==> src/rtl/mcap_pkg.sv <==
package mcap_pkg;
  typedef enum logic [1:0] {
    SEL_CM = 2'b00,
    SEL_LO = 2'b01,
    SEL_HI = 2'b10
  } cap_sel_e;
endpackage

==> src/rtl/mcap_phase_seq.sv <==
module mcap_phase_seq #(
  parameter int N  = 10,
  parameter int PW = $clog2(N+1)
) (
  input  logic          clk_i,
  input  logic          rst_ni,
  input  logic          start_i,
  output logic          busy_o,
  output logic [PW-1:0] phase_o,
  output logic          fold_o
);
  localparam logic [PW-1:0] LAST_PH = PW'(N);

  logic          busy_q;
  logic [PW-1:0] phase_q;

  always_ff @(posedge clk_i or negedge rst_ni) begin
    if (!rst_ni) begin
      busy_q  <= 1'b0;
      phase_q <= '0;
    end else if (!busy_q) begin
      if (start_i) begin
        busy_q  <= 1'b1;
        phase_q <= '0;
      end
    end else if (phase_q == LAST_PH) begin
      busy_q <= 1'b0;
    end else begin
      phase_q <= phase_q + PW'(1);
    end
  end

  assign busy_o  = busy_q;
  assign phase_o = phase_q;
  assign fold_o  = busy_q && (phase_q == LAST_PH);
endmodule

==> src/rtl/mcap_cap_bank.sv <==
module mcap_cap_bank import mcap_pkg::*; #(
  parameter int N    = 10,
  parameter int NCAP = N-1,
  parameter int PW   = $clog2(N+1)
) (
  input  logic              clk_i,
  input  logic              rst_ni,
  input  logic              comp_i,
  input  logic              busy_i,
  input  logic [PW-1:0]     phase_i,
  input  logic              fold_i,
  output logic [2*NCAP-1:0] sel_o,
  output logic              b1_o
);
  logic b1_q;
  logic pol;

  always_ff @(posedge clk_i or negedge rst_ni) begin
    if (!rst_ni)                          b1_q <= 1'b0;
    else if (busy_i && phase_i == '0)     b1_q <= comp_i;
  end

  // phase 0 sets the top cap before b1 is registered
  assign pol  = (phase_i == '0) ? comp_i : b1_q;
  assign b1_o = b1_q;

  for (genvar k = 0; k < NCAP; k++) begin : g_cap
    localparam logic [PW-1:0] SET_PH = PW'(NCAP-1-k);
    localparam logic [PW-1:0] CHK_PH = PW'(NCAP-k);
    cap_sel_e sel_q;

    always_ff @(posedge clk_i or negedge rst_ni) begin
      if (!rst_ni)
        sel_q <= SEL_CM;
      else if (fold_i)
        sel_q <= SEL_CM;
      else if (busy_i && phase_i == SET_PH)
        sel_q <= pol ? SEL_HI : SEL_LO;
      else if (busy_i && phase_i == CHK_PH && comp_i != b1_q)
        sel_q <= SEL_CM;
    end

    assign sel_o[2*k +: 2] = sel_q;
  end
endmodule

==> src/rtl/mcap_code_map.sv <==
module mcap_code_map import mcap_pkg::*; #(
  parameter int N    = 10,
  parameter int NCAP = N-1
) (
  input  logic [2*NCAP-1:0] sel_i,
  input  logic              b1_i,
  output logic [N-1:0]      code_o
);
  localparam int HALF = 1 << (N-1);

  int acc;

  always_comb begin
    acc = HALF - (b1_i ? 0 : 1);
    for (int k = 0; k < NCAP; k++) begin
      if (sel_i[2*k +: 2] == SEL_HI)      acc = acc + (1 << k);
      else if (sel_i[2*k +: 2] == SEL_LO) acc = acc - (1 << k);
    end
    code_o = acc[N-1:0];
  end
endmodule

==> src/rtl/mcap_sar_ctrl.sv <==
module mcap_sar_ctrl #(
  parameter int N = 10
) (
  input  logic               clk_i,
  input  logic               rst_ni,
  input  logic               start_i,
  input  logic               comp_i,
  output logic [2*(N-1)-1:0] cap_sel_o,
  output logic               done_o,
  output logic [N-1:0]       code_o
);
  localparam int NCAP = N-1;
  localparam int PW   = $clog2(N+1);

  logic          busy;
  logic [PW-1:0] phase;
  logic          fold;
  logic          b1;
  logic [N-1:0]  code_w;
  logic [N-1:0]  code_q;
  logic          done_q;

  mcap_phase_seq #(.N(N), .PW(PW)) u_seq (
    .clk_i   (clk_i),
    .rst_ni  (rst_ni),
    .start_i (start_i),
    .busy_o  (busy),
    .phase_o (phase),
    .fold_o  (fold)
  );

  mcap_cap_bank #(.N(N), .NCAP(NCAP), .PW(PW)) u_bank (
    .clk_i   (clk_i),
    .rst_ni  (rst_ni),
    .comp_i  (comp_i),
    .busy_i  (busy),
    .phase_i (phase),
    .fold_i  (fold),
    .sel_o   (cap_sel_o),
    .b1_o    (b1)
  );

  mcap_code_map #(.N(N), .NCAP(NCAP)) u_map (
    .sel_i  (cap_sel_o),
    .b1_i   (b1),
    .code_o (code_w)
  );

  always_ff @(posedge clk_i or negedge rst_ni) begin
    if (!rst_ni) begin
      code_q <= '0;
      done_q <= 1'b0;
    end else begin
      done_q <= fold;
      if (fold) code_q <= code_w;
    end
  end

  assign done_o = done_q;
  assign code_o = code_q;
endmodule

==> config.mk <==
export PLATFORM = sky130hd
export DESIGN_NAME = mcap_sar_ctrl
export DESIGN_NICKNAME = d
export VERILOG_FILES = /design/src/rtl/mcap_pkg.sv /design/src/rtl/mcap_phase_seq.sv /design/src/rtl/mcap_cap_bank.sv /design/src/rtl/mcap_code_map.sv /design/src/rtl/mcap_sar_ctrl.sv
export SDC_FILE = /design/constraint.sdc
export NUM_CORES = 1
export LEC_CHECK = 0
export BUFFER_PORTS_ARGS = -buffer_cell sky130_fd_sc_hd__buf_4
export CORE_ASPECT_RATIO = 1.4
export CORE_MARGIN = 2
export CORE_UTILIZATION = 51
export CTS_BUF_LIST = sky130_fd_sc_hd__clkbuf_8 sky130_fd_sc_hd__clkbuf_16
export DETAILED_ROUTE_END_ITERATION = 6
export MAX_ROUTING_LAYER = met4
export PLACE_DENSITY = 0.75
export SLEW_MARGIN = 20
export SYNTH_ARGS = -nofsm -noshare
export SYNTH_HDL_FRONTEND = slang
export SYNTH_HIERARCHICAL = 1
export SYNTH_SLANG_ARGS = --single-unit
==> constraint.sdc <==
create_clock -name clk_i -period 4.25 [get_ports clk_i]
set_input_delay 0.85 -clock clk_i [delete_from_list [all_inputs] [get_ports clk_i]]
set_output_delay 0.85 -clock clk_i [all_outputs]
set_load 0.005 [all_outputs]
==> impl_metrics.csv, run 1 <==
group,metric,value,unit
placed_design,dp_hpwl,3.43,mm
final_layout,fin_area,2640,um2
placed_design,dpl_cell_area,2540,um2
worst_setup_path,cp_top_family,"adder cells",
clock_network,cts_max_path_buffers,2,
detailed_routing,dr.pass1.iters,4,
clock_network,cts_buffers,5,
worst_setup_path,critical_path.max_stage_delay,400,ps
detailed_routing,drt_iter0_markers,59,
run_status,status,"finished, violations left",
sta,fmaxAchievable,0.232,GHz
global_routing,grt_usage,21.7,%
synth,yosys.area.top_type,"dfrtp_1",
sta,tightest_slew,698,ps
floorplanning,die-area,4870,um2
final_layout,layout_commonest_cell,"buf_4",
synth,synth_top_family_by_area,"compound AO/OA/AOI/OAI gates",
sta,period_minus_slack,4320,ps
synth,synth-async-reset-ratio,100,%
synth,synth_compound_area_share,17.3,%
final_layout,drive_gt1_share,31.7,%
pwr,max-vdd-ir-drop,0.461,mV
clock_network,clockRootBuffer,"clkbuf_8",
worst_setup_path,reg2reg_slack,-70,ps
min_path,min_path_type,"in2async",
sta,maxSlewHeadroom,53.4,%
global_routing,grt_max_degree,36,
synth,synth_xor_area_share,4.77,%
worst_setup_path,reg2reg_to,"code_o[9]",
floorplanning,rows,28,
global_routing,antenna_found_initial,0,
global_routing,gr-total-overflow,0,
worst_setup_path,r2r_start,"u_bank/b1_o",
floorplanning,die_w,59.6,um
global_routing,grt_pass1_wl,7.74,mm
run_status,violations,"setup timing",
final_layout,syn2layout_area_growth,19.5,%
detailed_routing,drt-total-wl,4.74,mm
worst_setup_path,path_max_fanout,3,
worst_setup_path,r2r_cells,16,
worst_setup_path,cp_common_cell,"fa_2",
final_layout,diodes,0,
synth,ys_warn_count,6,
floorplanning,ioPinCount,33,
sta,setup_tns,-68.6,ps
sta,setup_violations,1,
pwr,powerDensity,900,nW/um2
clock_network,clk_pin_slew_worst_paths,70,ps
sta,slew_viol_final,0,
synth,ys_ff_latch,35,
worst_setup_path,worstPathCellList,"inv_2 > fa_2 > fa_2 > fa_2 > fa_2 > fa_2 > inv_2 > fa_2 > inv_2 > fa_2 > fa_2 > o22ai_2 > xor2_1 > xnor2_1 > xnor2_1 > mux2_4",
detailed_routing,drc,0,
worst_setup_path,crit_required,4420,ps
clock_network,cts_tree,"built",
worst_setup_path,path_buf_inv,3,
synth,synth_area_leaders,"dfrtp_1, fa_1, mux2_4, a32o_1, inv_1",
synth,synthMuxAreaShare,7.32,%
detailed_routing,wl_per_cell,16.1,um
worst_setup_path,cp_data_arrival_time,4490,ps
worst_setup_path,startpoint_type,"flop",
clock_network,clock_latency,280,ps
synth,synth-simple-area-share,16.5,%
final_layout,nets,262,
synth,synthesis.nets,220,
worst_setup_path,slowest_stage,"fa_2",
placed_design,gp_congestion,0.801,
sta,hold_viol_final,0,
clock_network,cts_max_level,2,
pwr,p_leak,1.18,nW
sta,fin_crit_sh,102,%
detailed_routing,num_vias,1707,
floorplanning,fp.coreArea,4200,um2
worst_setup_path,setup.worst_path.class,"reg2reg",
worst_setup_path,cp-end-kind,"flop",
floorplanning,dieHeight,81.8,um
floorplanning,start_util,52.4,%
synth,ys.flop_type,"dfrtp_1",
detailed_routing,ant_nets,0,
synth,mappedNetlistArea,2200,um2
synth,synthDistinctLibCells,51,
sta,finClkSkew,5.23,ps
synth,postSynthCellCount,206,
detailed_routing,vias_per_cell,5.81,
placed_design,portBuffers,32,
job,drv_cap,0,
synth,synth_top_area_share,39.7,%
clock_network,cts_sinks,35,
synth,yosysSeqAreaShare,39.7,%
final_layout,mostFrequentLayoutCells,"buf_4, dfrtp_1, inv_1",
global_routing,first_global_vias,1695,
synth,syn_avg_cell_area,10.7,um2
synth,synth-edff-count,0,
synth,synthAdderAreaFrac,8.91,%
sta,fin_ws,-68.6,ps
pwr,p_total,2.37,mW
sta,rsz0062_at_grt,"yes",
==> sequential cells by signal, summed over array words and instances, names as in the netlist <==
| name | count |
|---|---|
| u_bank/b1_o | 1 |
| u_seq/phase_o | 4 |
| u_seq/busy_o | 1 |
| u_bank/g_cap.sel_q | 18 |
| done_o | 1 |
| code_o | 10 |
==> cells in the mapped netlist, types with 2 or more instances <==
master,n
nor3b_1,3
a32o_1,9
o22ai_2,2
xor2_1,4
clkbuf_1,3
nor3_1,6
nand3b_1,4
fa_1,8
inv_1,23
nor2b_1,5
xnor2_1,8
dfrtp_1,35
nand2b_1,9
and3b_1,2
or2_1,3
nand3_1,10
o22ai_1,8
a31oi_1,4
o21ai_0,2
nand2_1,15
a211oi_1,2
mux2_4,10
ha_1,2
nor2_1,2
==> routing by layer <==
| layer | up-vias | share of wire [%] | track usage, % |
|---|---|---|---|
| met5 | - | 0 | - |
| met4 | 0 | 2.2 | 8.89 |
| met3 | 8 | 3.2 | 3.31 |
| met2 | 44 | 55 | 38.6 |
| met1 | 834 | 39 | 23.9 |
| li1 | 821 | - | - |
==> area by class of cell <==
class | count | area, um2
Tap cell | 45 | 56.3
Multi-Input combinational cell | 142 | 1230
Clock inverter | 3 | 12.5
Clock buffer | 5 | 68.8
Timing Repair Buffer | 41 | 308
Sequential cell | 35 | 876
Fill cell | 366 | 1570
Inverter | 23 | 86.3
==> stage by stage <==
step           hold WS [ps]  instances  utilization (%)  worst slack (ps)
2_1_floorplan           507        206                -             -88.4
3_3_place_gp            499        284             60.3             -82.9
3_5_place_dp            494        284             60.3              -163
4_1_cts                 515        294             62.7              -123
5_1_grt                 536        294             62.7              -245
6_report                506        294             62.7             -68.6
==> worst register-to-register path, delay by kind of cell, from the launching register on <==
kind | cells | cell delay (ps)
flip-flops | 1 | 360
AO/OA/AOI/OAI | 1 | 180
adder cells (fa/ha/maj) | 8 | 2830
buffers and inverters | 3 | 150
multiplexers | 1 | 250
XOR/XNOR | 3 | 420
==> logic make-up after synthesis <==
family	count (synthesis)
and+or+nand+nor	64
adders and majority gates	11
xor gates and xnor gates	12
muxes	11
buffers and inverters	29
DFF	35
AOI/OAI and AO/OA	44
==> what timing repair did <==
action / in CTS / in global routing
gates cloned: 0 / 0
pin swaps: 6 / 2
buffers inserted: 2 / 0
hold buffers: 0 / 0
resized for setup: 4 / 0
endpoints found under the setup margin: 1 / 1
==> how the worst max path moves through the flow <==
stage	cells after the start	endpoint	from	slack, ps
final	16	code_o[9]	u_bank/b1_o	-70
after global routing	16	code_o[9]	u_bank/b1_o	-240
after CTS	16	code_o[9]	u_bank/b1_o	-120
after detailed placement	15	code_o[9]	u_bank/g_cap[0].sel_q[0]	-160
after global placement	15	code_o[9]	u_bank/g_cap[0].sel_q[0]	-80
after floorplan	16	code_o[9]	u_bank/b1_o	-90
==> power breakdown <==
group	switching (mW)	internal [mW]	leakage, nW
logic	0.668	0.796	0.691
clock network	0.114	0.110	0.0505
registers	0.206	0.478	0.439
Power figures use the tool's default switching activity.
==> run 2, diff against run 1 <==
--- a/config.mk
+++ b/config.mk
@@ -7,12 +7,12 @@
 export LEC_CHECK = 0
 export BUFFER_PORTS_ARGS = -buffer_cell sky130_fd_sc_hd__buf_4
 export CORE_ASPECT_RATIO = 1.4
-export CORE_MARGIN = 2
-export CORE_UTILIZATION = 51
+export CORE_MARGIN = 1
+export CORE_UTILIZATION = 57
 export CTS_BUF_LIST = sky130_fd_sc_hd__clkbuf_8 sky130_fd_sc_hd__clkbuf_16
 export DETAILED_ROUTE_END_ITERATION = 6
 export MAX_ROUTING_LAYER = met4
-export PLACE_DENSITY = 0.75
+export PLACE_DENSITY = 0.8
 export SLEW_MARGIN = 20
 export SYNTH_ARGS = -nofsm -noshare
 export SYNTH_HDL_FRONTEND = slang
==> constraint.sdc (replaced) <==
create_clock -name clk_i -period 4.89 [get_ports clk_i]
set_input_delay 0.978 -clock clk_i [delete_from_list [all_inputs] [get_ports clk_i]]
set_output_delay 0.978 -clock clk_i [all_outputs]
set_load 0.005 [all_outputs]
==> run 2 against run 1 <==
The flow now finishes without violations. Fmax is 6.7% lower. Clock skew hardly changed. Largest cell class unchanged. Global-route usage is 2.9 points higher. Power is 17% lower. Sequential power is 13% lower. First-iteration DRC count is 8.5% higher. Flip-flop and latch count stayed put. Register-to-register slack better by 330 ps.
==> impl_metrics.csv, run 2 (synthesized netlist as in run 1, its figures left out) <==
group,metric,value,unit
floorplanning,fp.coreArea,3680,um2
detailed_routing,dr.pass1.iters,4,
pwr,p_total,1.97,mW
final_layout,largest_reg_flops,18,
worst_setup_path,path_buf_inv,2,
pwr,p_leak,1.15,nW
floorplanning,dieHeight,75.6,um
global_routing,antenna_found_initial,0,
sta,fmaxAchievable,0.216,GHz
pwr,powerDensity,770,nW/um2
min_path,min_path_type,"reg2reg",
placed_design,dp_hpwl,3.20,mm
clock_network,clock_latency,280,ps
global_routing,gr-total-overflow,0,
pwr,max-vdd-ir-drop,0.586,mV
detailed_routing,drc,0,
clock_network,cts_sinks,35,
clock_network,cts_tree,"built",
final_layout,multi_input_area,1220,um2
clock_network,postCtsHoldBufs,0,
final_layout,largest-register,"u_bank/g_cap.sel_q",
final_layout,drive_gt1_share,26.6,%
worst_setup_path,cp_top_family,"adder cells",
floorplanning,start_util,60.0,%
sta,setup_violations,0,
sta,maxSlewHeadroom,57.5,%
floorplanning,rows,26,
final_layout,mostFrequentLayoutCells,"dfrtp_1, buf_4, inv_1",
worst_setup_path,path_depth,15,
worst_setup_path,path_max_fanout,3,
detailed_routing,wl_per_cell,15.9,um
worst_setup_path,slowest_stage,"fa_1",
clock_network,clk_pin_slew_worst_paths,70,ps
final_layout,layout_commonest_cell,"dfrtp_1",
worst_setup_path,startpoint_type,"flop",
detailed_routing,ant_nets,0,
sta,period_minus_slack,4630,ps
worst_setup_path,worstPathCellList,"fa_1 > fa_2 > fa_2 > fa_2 > fa_1 > inv_1 > fa_1 > inv_1 > fa_1 > fa_2 > o22ai_2 > xor2_1 > xnor2_1 > xnor2_1 > mux2_4",
final_layout,nets,254,
job,drv_cap,0,
global_routing,first_global_vias,1578,
final_layout,syn2layout_area_growth,16.2,%
global_routing,grt_pass1_wl,7.01,mm
detailed_routing,num_vias,1671,
detailed_routing,vias_per_cell,5.90,
sta,rsz0062_at_grt,"no",
clock_network,cts_max_level,2,
placed_design,portBuffers,32,
clock_network,clockRootBuffer,"clkbuf_8",
worst_setup_path,cp_data_arrival_time,4800,ps
min_path,hold_depth,1,
detailed_routing,drt_iter0_markers,64,
sta,slew_viol_final,0,
sta,hold_viol_final,0,
global_routing,grt_usage,24.6,%
sta,fin_crit_sh,94.6,%
global_routing,grt_max_degree,36,
worst_setup_path,cp-end-kind,"flop",
floorplanning,die_w,54.6,um
floorplanning,die-area,4120,um2
placed_design,gp_congestion,0.960,
final_layout,diodes,0,
final_layout,fillCellCount,302,
worst_setup_path,r2r_cells,15,
floorplanning,ioPinCount,33,
worst_setup_path,crit_required,5060,ps
clock_network,cts_buffers,5,
run_status,status,"complete, no violations",
sta,setup_tns,0,ps
clock_network,post_cts_buffers,0,
worst_setup_path,critical_path.max_stage_delay,490,ps
final_layout,seq_area,876,um2
sta,finClkSkew,5.44,ps
worst_setup_path,setup.worst_path.class,"reg2reg",
detailed_routing,drt-total-wl,4.49,mm
clock_network,cts_resized,0,
clock_network,cts_max_path_buffers,2,
sta,tightest_slew,635,ps
[run 2: power by group]
part / total (mW) / internal (mW) / switching, mW
Combinational: 1.19 / 0.627 / 0.558
Sequential: 0.594 / 0.415 / 0.179
Clock: 0.193 / 0.0956 / 0.0970
Total: 1.97 / 1.14 / 0.834
[run 2: worst paths after layout]
| check | slack, ps | startpoint | to |
|---|---|---|---|
| max | 260 | u_bank/g_cap[0].sel_q[0] | code_o[9] |
| min | 510 | code_o[6] | code_o[6] |
| max reg2reg | 260 | u_bank/g_cap[0].sel_q[0] | code_o[9] |
| min reg2reg | 510 | code_o[6] | code_o[6] |
| max in group asynchronous | 3930 | rst_ni | code_o[0] |
| min in group asynchronous | 630 | rst_ni | code_o[7] |
[run 2: per-stage QoR]
step	setup slack, ps	hold WS (ps)	utilization, %	instance area, um2	std cells
after floorplan	220	507	-	2200	206
after global routing	38.3	533	69.7	2560	283
after CTS	16.9	517	69.4	2550	283
after global placement	112	499	67.2	2470	275
final	262	511	69.7	2560	283
after detailed placement	19.5	496	67.2	2470	275
[run 2: cell type report]
type	count	area share, %
tap	42	2.05
inverter	23	3.37
sequential	35	34.2
clock buffer	5	2.69
timing repair buffer	33	9.67
clock inverter	3	0.489
multi-input combinational	142	47.5
[run 2: layer usage]
metal	vias up	share of wire, %	global-route usage [%]
met5	-	0	-
met4	0	2.1	10.5
met3	11	3.0	4.19
met2	41	54	42.5
met1	819	41	27.0
li1	800	-	-
